===== config.mk =====
export PLATFORM = sky130hd
export DESIGN_NAME = merge_store_buffer
export DESIGN_NICKNAME = d
export VERILOG_FILES = /design/src/rtl/wsb_pkg.sv /design/src/rtl/wsb_ctrl.sv /design/src/rtl/wsb_data.sv /design/src/rtl/merge_store_buffer.sv
export SDC_FILE = /design/constraint.sdc
export NUM_CORES = 2
export LEC_CHECK = 0
export BUFFER_PORTS_ARGS = -buffer_cell sky130_fd_sc_hd__buf_2
export CORE_MARGIN = 10
export CORE_UTILIZATION = 40
export DETAILED_ROUTE_END_ITERATION = 10
export SETUP_SLACK_MARGIN = 0.15
export SLEW_MARGIN = 20
export SYNTH_ARGS = -nofsm -noshare
export SYNTH_HDL_FRONTEND = slang
export SYNTH_SLANG_ARGS = --single-unit

===== constraint.sdc =====
create_clock -name clk -period 5.1 [get_ports clk]
set_clock_uncertainty 0.2 [all_clocks]
set_input_delay 0 -clock clk [delete_from_list [all_inputs] [get_ports clk]]
set_output_delay 0 -clock clk [all_outputs]
set_load 0.005 [all_outputs]

===== src/rtl/wsb_pkg.sv =====
package wsb_pkg;
  parameter int unsigned WSB_SLOTS = 3;
  localparam int unsigned WSB_IDX_W = $clog2(WSB_SLOTS);

  typedef struct packed {
    logic                 wrEn;
    logic                 wrAlloc;
    logic [WSB_IDX_W-1:0] wrSlot;
    logic                 clrEn;
    logic [WSB_IDX_W-1:0] clrSlot;
    logic [WSB_IDX_W-1:0] rdSlot;
  } wsb_strobe_t;
endpackage


===== src/rtl/wsb_ctrl.sv =====
module wsb_ctrl
  import wsb_pkg::*;
#(
  parameter int unsigned LINE_ADDR_W = 27,
  parameter int unsigned LINE_BYTES  = 32
) (
  input  logic                       clk,
  input  logic                       rstN,
  input  logic                       wrValid,
  output logic                       wrReady,
  input  logic [LINE_ADDR_W-1:0]     wrLine,
  input  logic [LINE_BYTES-1:0]      wrStrb,
  input  logic                       wrDevice,
  input  logic                       soEvent,
  input  logic                       lockEvent,
  input  logic                       cfgEvent,
  input  logic                       hazardValid,
  input  logic [WSB_IDX_W-1:0]       hazardSlot,
  input  logic                       fullAfterWr,
  output logic                       drnValid,
  input  logic                       drnReady,
  output logic [LINE_ADDR_W-1:0]     drnLine,
  output logic                       empty,
  output wsb_strobe_t                stb
);
  localparam int unsigned N = WSB_SLOTS;
  localparam int unsigned IW = WSB_IDX_W;
  localparam logic [IW-1:0] OLDEST = IW'(N - 1);

  logic [N-1:0]           occQ, markQ, occNext, markNext;
  logic [N-1:0]           setVec, clrVec, allocVec;
  logic [LINE_ADDR_W-1:0] tagQ [N];
  logic [IW-1:0]          rankQ [N];
  logic                   busyQ;
  logic [IW-1:0]          curQ;

  logic          hitAny, hitLive, freeAny, wrAcc, wrTake, needVictim, drnFire, flushAny;
  logic [IW-1:0] hitIdx, freeIdx, selIdx, victimIdx, wrSlot;

  // slot lookup
  always_comb begin
    hitAny = 1'b0;
    hitIdx = '0;
    for (int i = 0; i < N; i++) begin
      if (occQ[i] && tagQ[i] == wrLine) begin
        hitAny = 1'b1;
        hitIdx = IW'(i);
      end
    end
  end

  // lowest free, lowest pending, oldest occupied
  always_comb begin
    freeIdx   = '0;
    selIdx    = '0;
    victimIdx = '0;
    for (int i = N - 1; i >= 0; i--) begin
      if (!occQ[i])  freeIdx = IW'(i);
      if (markQ[i])  selIdx  = IW'(i);
    end
    for (int i = 0; i < N; i++) begin
      if (rankQ[i] == OLDEST) victimIdx = IW'(i);
    end
  end

  assign freeAny    = |(~occQ);
  assign hitLive    = hitAny && !markQ[hitIdx];
  assign wrReady    = hitLive || (!hitAny && freeAny);
  assign wrAcc      = wrValid && wrReady;
  assign wrTake     = wrAcc && (wrStrb != '0);
  assign wrSlot     = hitLive ? hitIdx : freeIdx;
  assign needVictim = wrValid && (wrStrb != '0) && !hitAny && !freeAny && (markQ == '0);
  assign drnFire    = busyQ && drnReady;
  assign flushAny   = soEvent || lockEvent || cfgEvent;

  always_comb begin
    setVec   = '0;
    clrVec   = '0;
    allocVec = '0;
    for (int i = 0; i < N; i++) begin
      if (flushAny && occQ[i])                                        setVec[i] = 1'b1;
      if (hazardValid && hazardSlot == IW'(i))                        setVec[i] = 1'b1;
      if (wrTake && (wrDevice || fullAfterWr) && wrSlot == IW'(i))    setVec[i] = 1'b1;
      if (needVictim && victimIdx == IW'(i))                          setVec[i] = 1'b1;
      if (drnFire && curQ == IW'(i))                                  clrVec[i] = 1'b1;
      if (wrTake && !hitLive && wrSlot == IW'(i))                     allocVec[i] = 1'b1;
    end
  end

  assign occNext  = (occQ & ~clrVec) | allocVec;
  assign markNext = ((markQ & ~clrVec) | setVec) & occNext;

  always_ff @(posedge clk) begin
    if (!rstN) begin
      occQ  <= '0;
      markQ <= '0;
      busyQ <= 1'b0;
      curQ  <= '0;
      for (int i = 0; i < N; i++) begin
        tagQ[i]  <= '0;
        rankQ[i] <= IW'(i);
      end
    end else begin
      occQ  <= occNext;
      markQ <= markNext;
      if (drnFire) begin
        busyQ <= 1'b0;
      end else if (!busyQ && markQ != '0) begin
        busyQ <= 1'b1;
        curQ  <= selIdx;
      end
      for (int i = 0; i < N; i++) begin
        if (allocVec[i]) tagQ[i] <= wrLine;
        if (wrTake) begin
          if (wrSlot == IW'(i))             rankQ[i] <= '0;
          else if (rankQ[i] < rankQ[wrSlot]) rankQ[i] <= rankQ[i] + 1'b1;
        end
      end
    end
  end

  assign drnValid    = busyQ;
  assign drnLine     = tagQ[curQ];
  assign empty       = (occQ == '0);
  assign stb.wrEn    = wrTake;
  assign stb.wrAlloc = !hitLive;
  assign stb.wrSlot  = wrSlot;
  assign stb.clrEn   = drnFire;
  assign stb.clrSlot = curQ;
  assign stb.rdSlot  = curQ;
endmodule


===== src/rtl/wsb_data.sv =====
module wsb_data
  import wsb_pkg::*;
#(
  parameter int unsigned LINE_BYTES = 32
) (
  input  logic                      clk,
  input  logic                      rstN,
  input  wsb_strobe_t               stb,
  input  logic [LINE_BYTES-1:0]     wrStrb,
  input  logic [8*LINE_BYTES-1:0]   wrData,
  output logic                      fullAfterWr,
  output logic [8*LINE_BYTES-1:0]   drnData,
  output logic [LINE_BYTES-1:0]     drnMask
);
  localparam int unsigned N = WSB_SLOTS;
  localparam int unsigned DW = 8 * LINE_BYTES;

  logic [DW-1:0]         dataQ [N];
  logic [LINE_BYTES-1:0] maskQ [N];
  logic [LINE_BYTES-1:0] baseMask;

  assign baseMask    = stb.wrAlloc ? '0 : maskQ[stb.wrSlot];
  assign fullAfterWr = &(baseMask | wrStrb);

  always_ff @(posedge clk) begin
    if (!rstN) begin
      for (int i = 0; i < N; i++) begin
        dataQ[i] <= '0;
        maskQ[i] <= '0;
      end
    end else begin
      for (int i = 0; i < N; i++) begin
        if (stb.clrEn && stb.clrSlot == WSB_IDX_W'(i)) maskQ[i] <= '0;
        if (stb.wrEn && stb.wrSlot == WSB_IDX_W'(i)) begin
          maskQ[i] <= baseMask | wrStrb;
          for (int b = 0; b < LINE_BYTES; b++) begin
            if (wrStrb[b])        dataQ[i][8*b +: 8] <= wrData[8*b +: 8];
            else if (stb.wrAlloc) dataQ[i][8*b +: 8] <= 8'h00;
          end
        end
      end
    end
  end

  assign drnData = dataQ[stb.rdSlot];
  assign drnMask = maskQ[stb.rdSlot];
endmodule


===== src/rtl/merge_store_buffer.sv =====
module merge_store_buffer
  import wsb_pkg::*;
#(
  parameter int unsigned LINE_ADDR_W = 27,
  parameter int unsigned LINE_BYTES  = 32
) (
  input  logic                      clk,
  input  logic                      rstN,
  input  logic                      wrValid,
  output logic                      wrReady,
  input  logic [LINE_ADDR_W-1:0]    wrLine,
  input  logic [LINE_BYTES-1:0]     wrStrb,
  input  logic [8*LINE_BYTES-1:0]   wrData,
  input  logic                      wrDevice,
  input  logic                      soEvent,
  input  logic                      lockEvent,
  input  logic                      cfgEvent,
  input  logic                      hazardValid,
  input  logic [WSB_IDX_W-1:0]      hazardSlot,
  output logic                      drnValid,
  input  logic                      drnReady,
  output logic [LINE_ADDR_W-1:0]    drnLine,
  output logic [8*LINE_BYTES-1:0]   drnData,
  output logic [LINE_BYTES-1:0]     drnMask,
  output logic                      empty
);
  wsb_strobe_t stb;
  logic        fullAfterWr;

  wsb_ctrl #(.LINE_ADDR_W(LINE_ADDR_W), .LINE_BYTES(LINE_BYTES)) i_ctrl (
    .clk(clk), .rstN(rstN),
    .wrValid(wrValid), .wrReady(wrReady), .wrLine(wrLine), .wrStrb(wrStrb),
    .wrDevice(wrDevice), .soEvent(soEvent), .lockEvent(lockEvent), .cfgEvent(cfgEvent),
    .hazardValid(hazardValid), .hazardSlot(hazardSlot), .fullAfterWr(fullAfterWr),
    .drnValid(drnValid), .drnReady(drnReady), .drnLine(drnLine),
    .empty(empty), .stb(stb)
  );

  wsb_data #(.LINE_BYTES(LINE_BYTES)) i_data (
    .clk(clk), .rstN(rstN), .stb(stb), .wrStrb(wrStrb), .wrData(wrData),
    .fullAfterWr(fullAfterWr), .drnData(drnData), .drnMask(drnMask)
  );
endmodule


## Word level (Yosys, flattened, before mapping)

Memories as Yosys holds them, arrays and structs flattened. A register that Yosys moved wholly into a read port is not among the register bits.
Index checks and enable logic that the tools add are counted.

- Add/subtract/negate cells: 3
- Bitwise gates (word level): 217
- Divide/modulo/power cells: 0
- Magnitude comparators: 4
- Shift-type cells: 0
- Reduce and logical (&&, ||, !) cells: 57
- Multiplexer cells: 941
- Equal/unequal tests: 13
- $mul: 0

Operators with widths:

| kind | count |
|---|---|
| $mux 8 | 192 |
| $mux 1 | 717 |
| $mux 32 | 7 |
| $or 1x1->1 | 207 |
| $eq 27x27->1 | 3 |
| $mux 27 | 3 |
| $mux 2 | 21 |
| $logic_and 1x1->1 | 36 |
| $or 32x32->32 | 1 |
| $reduce_and 32->1 | 1 |
| $reduce_bool 32->1 | 1 |
| $eq 2x2->1 const B | 6 |
| $and 3x3->3 | 3 |
| $eq 2x1->1 const B | 4 |
| $logic_not 2->1 | 4 |
| $add 2x1->2 const B | 3 |
| $logic_not 3->1 | 2 |
| $lt 2x2->1 | 3 |
| $not 3->3 | 2 |
| $or 3x3->3 | 2 |
| $logic_not 1->1 | 5 |
| $logic_or 1x1->1 | 4 |
| $lt 2x3->1 const B | 1 |
| $reduce_bool 3->1 | 1 |
| other kinds (5) | 6 |

- Output and inout bits: 318
- Bits in latches: 0
- Memory bits (writable): 951
- Memories: 4
- Input bits: 326
- Register bits: 9
- Logic and storage cells: 1243
- Memory bits (read-only): 0

Memory list:

| name | words | width | read ports | clocked after memory_dff | wr ports | RTL line | RTL |
|---|---|---|---|---|---|---|---|
| i_data.dataQ | 3 | 256 | 1 | 1 | 3 | wsb_data.sv:18 | `logic [DW-1:0] dataQ [N];` |
| i_data.maskQ | 3 | 32 | 2 | 1 | 3 | wsb_data.sv:19 | `logic [LINE_BYTES-1:0] maskQ [N];` |
| i_ctrl.tagQ | 3 | 27 | 4 | 1 | 3 | wsb_ctrl.sv:32 | `logic [LINE_ADDR_W-1:0] tagQ [N];` |
| i_ctrl.rankQ | 3 | 2 | 4 | 0 | 3 | wsb_ctrl.sv:33 | `logic [IW-1:0] rankQ [N];` |

## Depth between registers and ports, before layout

An unclocked memory read counts as a cell.

- Depth after elaboration: 21
- Depth in mapped cells: 13
- Depth with buffers taken out: 12

## Hierarchy

From an unflattened synthesis, not the netlist that was laid out.

- Cell total of the unflattened synthesis: 3725
- Area, all modules: 45374.8 um^2

By module, submodules not included:

| module | cells each | instances | area an instance (um^2) | sequential area each (um^2) |
|---|---|---|---|---|
| wsb_data | 3226 | 1 | 39786.9 | 25864.8 |
| wsb_ctrl | 499 | 1 | 5587.9 | 2832.7 |

## Worst setup path before layout

Ideal clock, no wire load.

- Kind: register to register
- Start point: mem i_ctrl.tagQ[1][2]
- End point: mem i_ctrl.tagQ[0][0], enable pin
- Data required time: 4.451 ns
- Setup slack: 0.073 ns
- Path buffers: 1
- Data arrival time: 4.378 ns
- Cell stages (with the launch flop): 10
- Setup time: 0.449 ns
- Period minus slack after synthesis: 5.027 ns
- Cells stage by stage: edfxtp_1 > xnor2_1 > nand4_1 > or4_1 > or3_1 > a31o_2 > clkbuf_1 > a21oi_1 > nand2_1 > o21ai_0

RTL lines:

| item | RTL line |
|---|---|
| start: declaration | wsb_ctrl.sv:32 |

==> results list <==
- The run finished with clean final reports.
- Pin count of the biggest net entering global routing: roughly 170
- Yosys printed 0 warnings.
- The via count of the first global-routing pass is approximately 36000.
* Net Count, Synth: a little over 4000
* Cell types with the largest area share after synthesis: sky130_fd_sc_hd__edfxtp_1, sky130_fd_sc_hd__and2_1, sky130_fd_sc_hd__mux2i_1
- The number of clock buffers added by TritonCTS is 106.
- DIE WIDTH: around 350 um
* Port-buffer cells: between 600 and 700
* Setup repair after global routing missed its margin: false
- Flop-to-flop setup slack: around 0.32 ns
* Most used flip-flop cell after synthesis: sky130_fd_sc_hd__edfxtp_1
* Wire length per cell: around 23 um
- Register bit total from synthesis: 962
- Summed over all failing endpoints, the final setup total negative slack is 0 ns.
* Remaining global-route overflow: 0
* Clock tree from TritonCTS: yes
* Maximum fanout encountered on the critical timing path: 18
* Proportion of netlist area held by the largest area contributor: between 60% and 70%
- EDFF count, synth: approximately 940
- Worst setup slack after layout: roughly 0.32 ns
- Before antenna repair, the detailed router went through 8 iterations.
- Maximum clock frequency: 209 MHz
* NumNets Final: approximately 5400
- After synthesis the cells add up to ~45000 sq um.
* Start point of the critical path: i_ctrl.tagQ[1][13]$_DFFE_PP_
- Measured on the finished design, the core utilization comes to a little over half.
* Average instance area after synthesis: around 12 sq um
* Ratio of cells with drive above 1 in the final layout: 19.1%
- DRC viols: 0
- The filler cells instantiated in the layout total 9326.
- Number of distinct library cells after synthesis: 60
- After clock tree synthesis, the setup repair step added 0 buffers.
- The final-report max-slew violation count came to 0.
* End of the worst register-to-register path: i_data.dataQ[0][13]$_SDFFCE_PP0P_
- Summed over all instances, the cell type with the most area after synthesis is sky130_fd_sc_hd__edfxtp_1.
* Routed Wire Length: approximately 150000 um
- The later pin in the worst-skew pair is clocked with a latency of 0.71 ns.
- Global placer's final weighted congestion: 0.846
- Of all flip-flops after synthesis, the portion carrying an async set or reset was 0%.
* Number of hold violations in the final report: 0
- For this block, the via count after detailed routing is between 30000 and 40000.
- Switching part of the total power: between 20% and 30%
* Internal power: roughly 15 mW
* Share of total power in the clock network: around 39%
- In this run the deepest clock path goes through 3 buffers.
- The count of cells in the finished layout, fillers not included, comes to ~6600.
* H-tree depth: 3
- The worst path needs between 4 and 5 ns of the cycle, external delays included.
- Number of cells traversed by the worst register-to-register path: 12
- Final setup violation count: 0
- The initial antenna violation count was 20.
* Seq/Total Area, Yosys: between 60% and 70%
* Most common cell in the netlist: sky130_fd_sc_hd__edfxtp_1
- Reg-to-Reg Start: i_ctrl.tagQ[1][13]$_DFFE_PP_
- CP Class: flop to flop
* Non-Filler Cell Area, Final: 60600 sq um
* Remaining max-slew budget at the tightest pin: between 30% and 40%
- Number of maximum-capacitance violations: 0
- The tightest min-delay check is of the input pin to flop type.
* Total routing resource utilization after global routing: between 20% and 30%
- Synthesized instance count: approximately 3700
- For this configuration, the core starts out at a cell density of around 40%.
* Rows: between 100 and 150
- For the pin with the worst max-slew slack, the measured transition is slightly above 0.9 ns.
- STA puts the critical path data arrival time at ~5.0 ns.
- Worst endpoint required time: 5.34 ns
- Worst setup path endpoint: i_data.dataQ[0][13]$_SDFFCE_PP0P_
* Initial detailed-routing violation count: between 2000 and 3000
- The detail route stage leaves a number of antenna-violating nets equal to 0.
* CTS Sinks: between 900 and 1000
* Vias per Instance: approximately 5.2
- Including well taps, the total number of placed cells is about 5800.
- Proportion of power drawn by flip-flops and latches: roughly 48%
- Ranking of synthesized cells by instance count: sky130_fd_sc_hd__edfxtp_1, sky130_fd_sc_hd__and2_1, sky130_fd_sc_hd__o21ai_0
- Global-route wire length before repair: around 220000 um
- Design Power: slightly below 20 mW
- Clock tree synthesis selected as its root buffer the cell sky130_fd_sc_hd__clkbuf_16.
* Fraction of the cycle the final worst path needs: a little over nine tenths
* Power Density: 323 nW/um^2
- Clock transition at the register clock pins on the worst setup and hold paths after CTS: approximately 0.06 ns
* Critical Path Source Type: flop
* Synthesis-to-layout area growth: 35.0%
- Vertical die dimension: roughly 350 um
* I/O pin count: around 640
- Part of the total power dissipated in combinational logic: roughly an eighth
* Worst setup slack before clock tree synthesis: 0.613 ns
- The placed instances occupy a cell area of between 50000 and 60000 sq um.
- Standby leakage power: 23.8 nW
* Largest vdd supply drop: between 0.2 and 0.3 mV
- Net switching power: 4.83 mW
- The die covers approximately 130000 sq um.
- The core region is about 110000 sq um.
- Worst-case hold slack: between 0.03 and 0.04 ns
* Critical Path End Type: flop
* DP HPWL: 102000 um
placed cells by master, fill, tap and decap left out, types with 5 or more instances in the layout:
cell,instances
sky130_fd_sc_hd__edfxtp_1,943
sky130_fd_sc_hd__dlygate4sd3_1,655
sky130_fd_sc_hd__buf_2,642
sky130_fd_sc_hd__and2_1,549
sky130_fd_sc_hd__o21ai_0,414
sky130_fd_sc_hd__nand2_1,337
sky130_fd_sc_hd__mux2i_1,316
sky130_fd_sc_hd__nor2_1,277
sky130_fd_sc_hd__and3_1,248
sky130_fd_sc_hd__buf_4,144
sky130_fd_sc_hd__clkbuf_16,107
sky130_fd_sc_hd__xnor2_1,78
sky130_fd_sc_hd__a21oi_1,48
sky130_fd_sc_hd__nand3_1,41
sky130_fd_sc_hd__nand4_1,30
sky130_fd_sc_hd__a41o_1,26
sky130_fd_sc_hd__clkbuf_1,26
sky130_fd_sc_hd__clkinv_1,26
sky130_fd_sc_hd__a21boi_0,22
sky130_fd_sc_hd__clkinv_2,18
sky130_fd_sc_hd__dfxtp_1,17
sky130_fd_sc_hd__buf_12,16
sky130_fd_sc_hd__nor4_1,13
sky130_fd_sc_hd__inv_1,12
sky130_fd_sc_hd__diode_2,11
sky130_fd_sc_hd__bufinv_16,10
sky130_fd_sc_hd__nor3_1,8
sky130_fd_sc_hd__and4_1,6
sky130_fd_sc_hd__a22oi_1,6
sky130_fd_sc_hd__a31oi_1,6
sky130_fd_sc_hd__or3_1,5
sky130_fd_sc_hd__ha_1,5
cell type report:
cell class,instances,area [sq um],area share [%]
multi-input combinational,2509,15300,25.3
antenna,11,27.5,0.0455
sequential,962,28700,47.4
tap,1488,1860,3.07
timing repair buffer,1458,11200,18.5
clock inverter,65,644,1.06
inverter,12,45.0,0.0744
clock buffer,133,2780,4.58
logic make-up (layout without fill, tap and decap cells):
group,count (synthesis),after routing,share of synthesized area (%)
xor+xnor,82,82,1.60
fa+ha+maj,5,5,0.139
other cells,0,11,0
flops,962,962,64.0
simple gates,1544,1544,18.0
compound gates,561,561,7.05
mux,317,317,7.08
buf+inv,250,1668,2.12
state kept, by name (all words and copies together), names as in the netlist, named ones only:
register and flops:
i_data.maskQ 96, i_data.dataQ 768, i_ctrl.drnValid 1, i_ctrl.occQ 3, i_ctrl.markQ 3, i_ctrl.curQ 2
i_ctrl.tagQ 81, i_ctrl.rankQ 6
per-layer routing:
layer,up-vias,global-route usage (%),wire length (um)
li1,16200,-,-
met1,16800,29.2,61300
met2,1303,39.0,73200
met3,298,4.90,11100
met4,8,9.04,6040
met5,-,0,55
worst min-delay path by stage:
stage                startpoint                                 to  slack, ns  depth (start not counted)
finish              wrData[229]     i_data.dataQ[2][229]$_DFFE_PP_       0.03                          3
CTS                 wrData[226]     i_data.dataQ[2][226]$_DFFE_PP_    0.00003                          3
global placement      wrData[1]    i_data.dataQ[2][1]$_SDFFE_PP0P_       0.09                          3
detailed placement    wrData[5]    i_data.dataQ[2][5]$_SDFFE_PP0P_        0.1                          3
floorplan              wrDevice         i_ctrl.markQ[2]$_SDFF_PN0_      -0.07                          2
global route         wrData[45]  i_data.dataQ[1][45]$_SDFFCE_PP0P_       0.02                          3
worst max-delay path: stages, from the launching register on:
cell and delay (ns):
sky130_fd_sc_hd__edfxtp_1 0.41, sky130_fd_sc_hd__xnor2_1 0.30, sky130_fd_sc_hd__nand4_1 0.13, sky130_fd_sc_hd__or4_1 0.63, sky130_fd_sc_hd__or3_1 0.41, sky130_fd_sc_hd__a31o_4 0.29, sky130_fd_sc_hd__a211oi_4 0.44, sky130_fd_sc_hd__nand4_1 0.27
sky130_fd_sc_hd__buf_4 0.38, sky130_fd_sc_hd__nor2_1 0.14, sky130_fd_sc_hd__nor2_1 0.14, sky130_fd_sc_hd__and2_1 0.20, sky130_fd_sc_hd__dlygate4sd3_1 0.55
power groups by stage:
stage                     combinational [mW]  clock (mW)  sequential [mW]
after floorplan                        0.980           0             9.58
after global placement                  2.09           0             9.61
after detailed placement                2.10           0             9.63
after CTS                               2.52        7.71             9.47
after global routing                    2.72        8.03             9.52
final                                   2.51        7.60             9.47
timing repair:
item / 4_1_cts / 5_1_grt
hold buffers: 655 / 0
resized for setup: 0 / 4
endpoints found under the setup margin: 0 / 49
endpoints found under the hold margin: 1602 / 0
No activity file was read; power rests on OpenSTA's default activity.
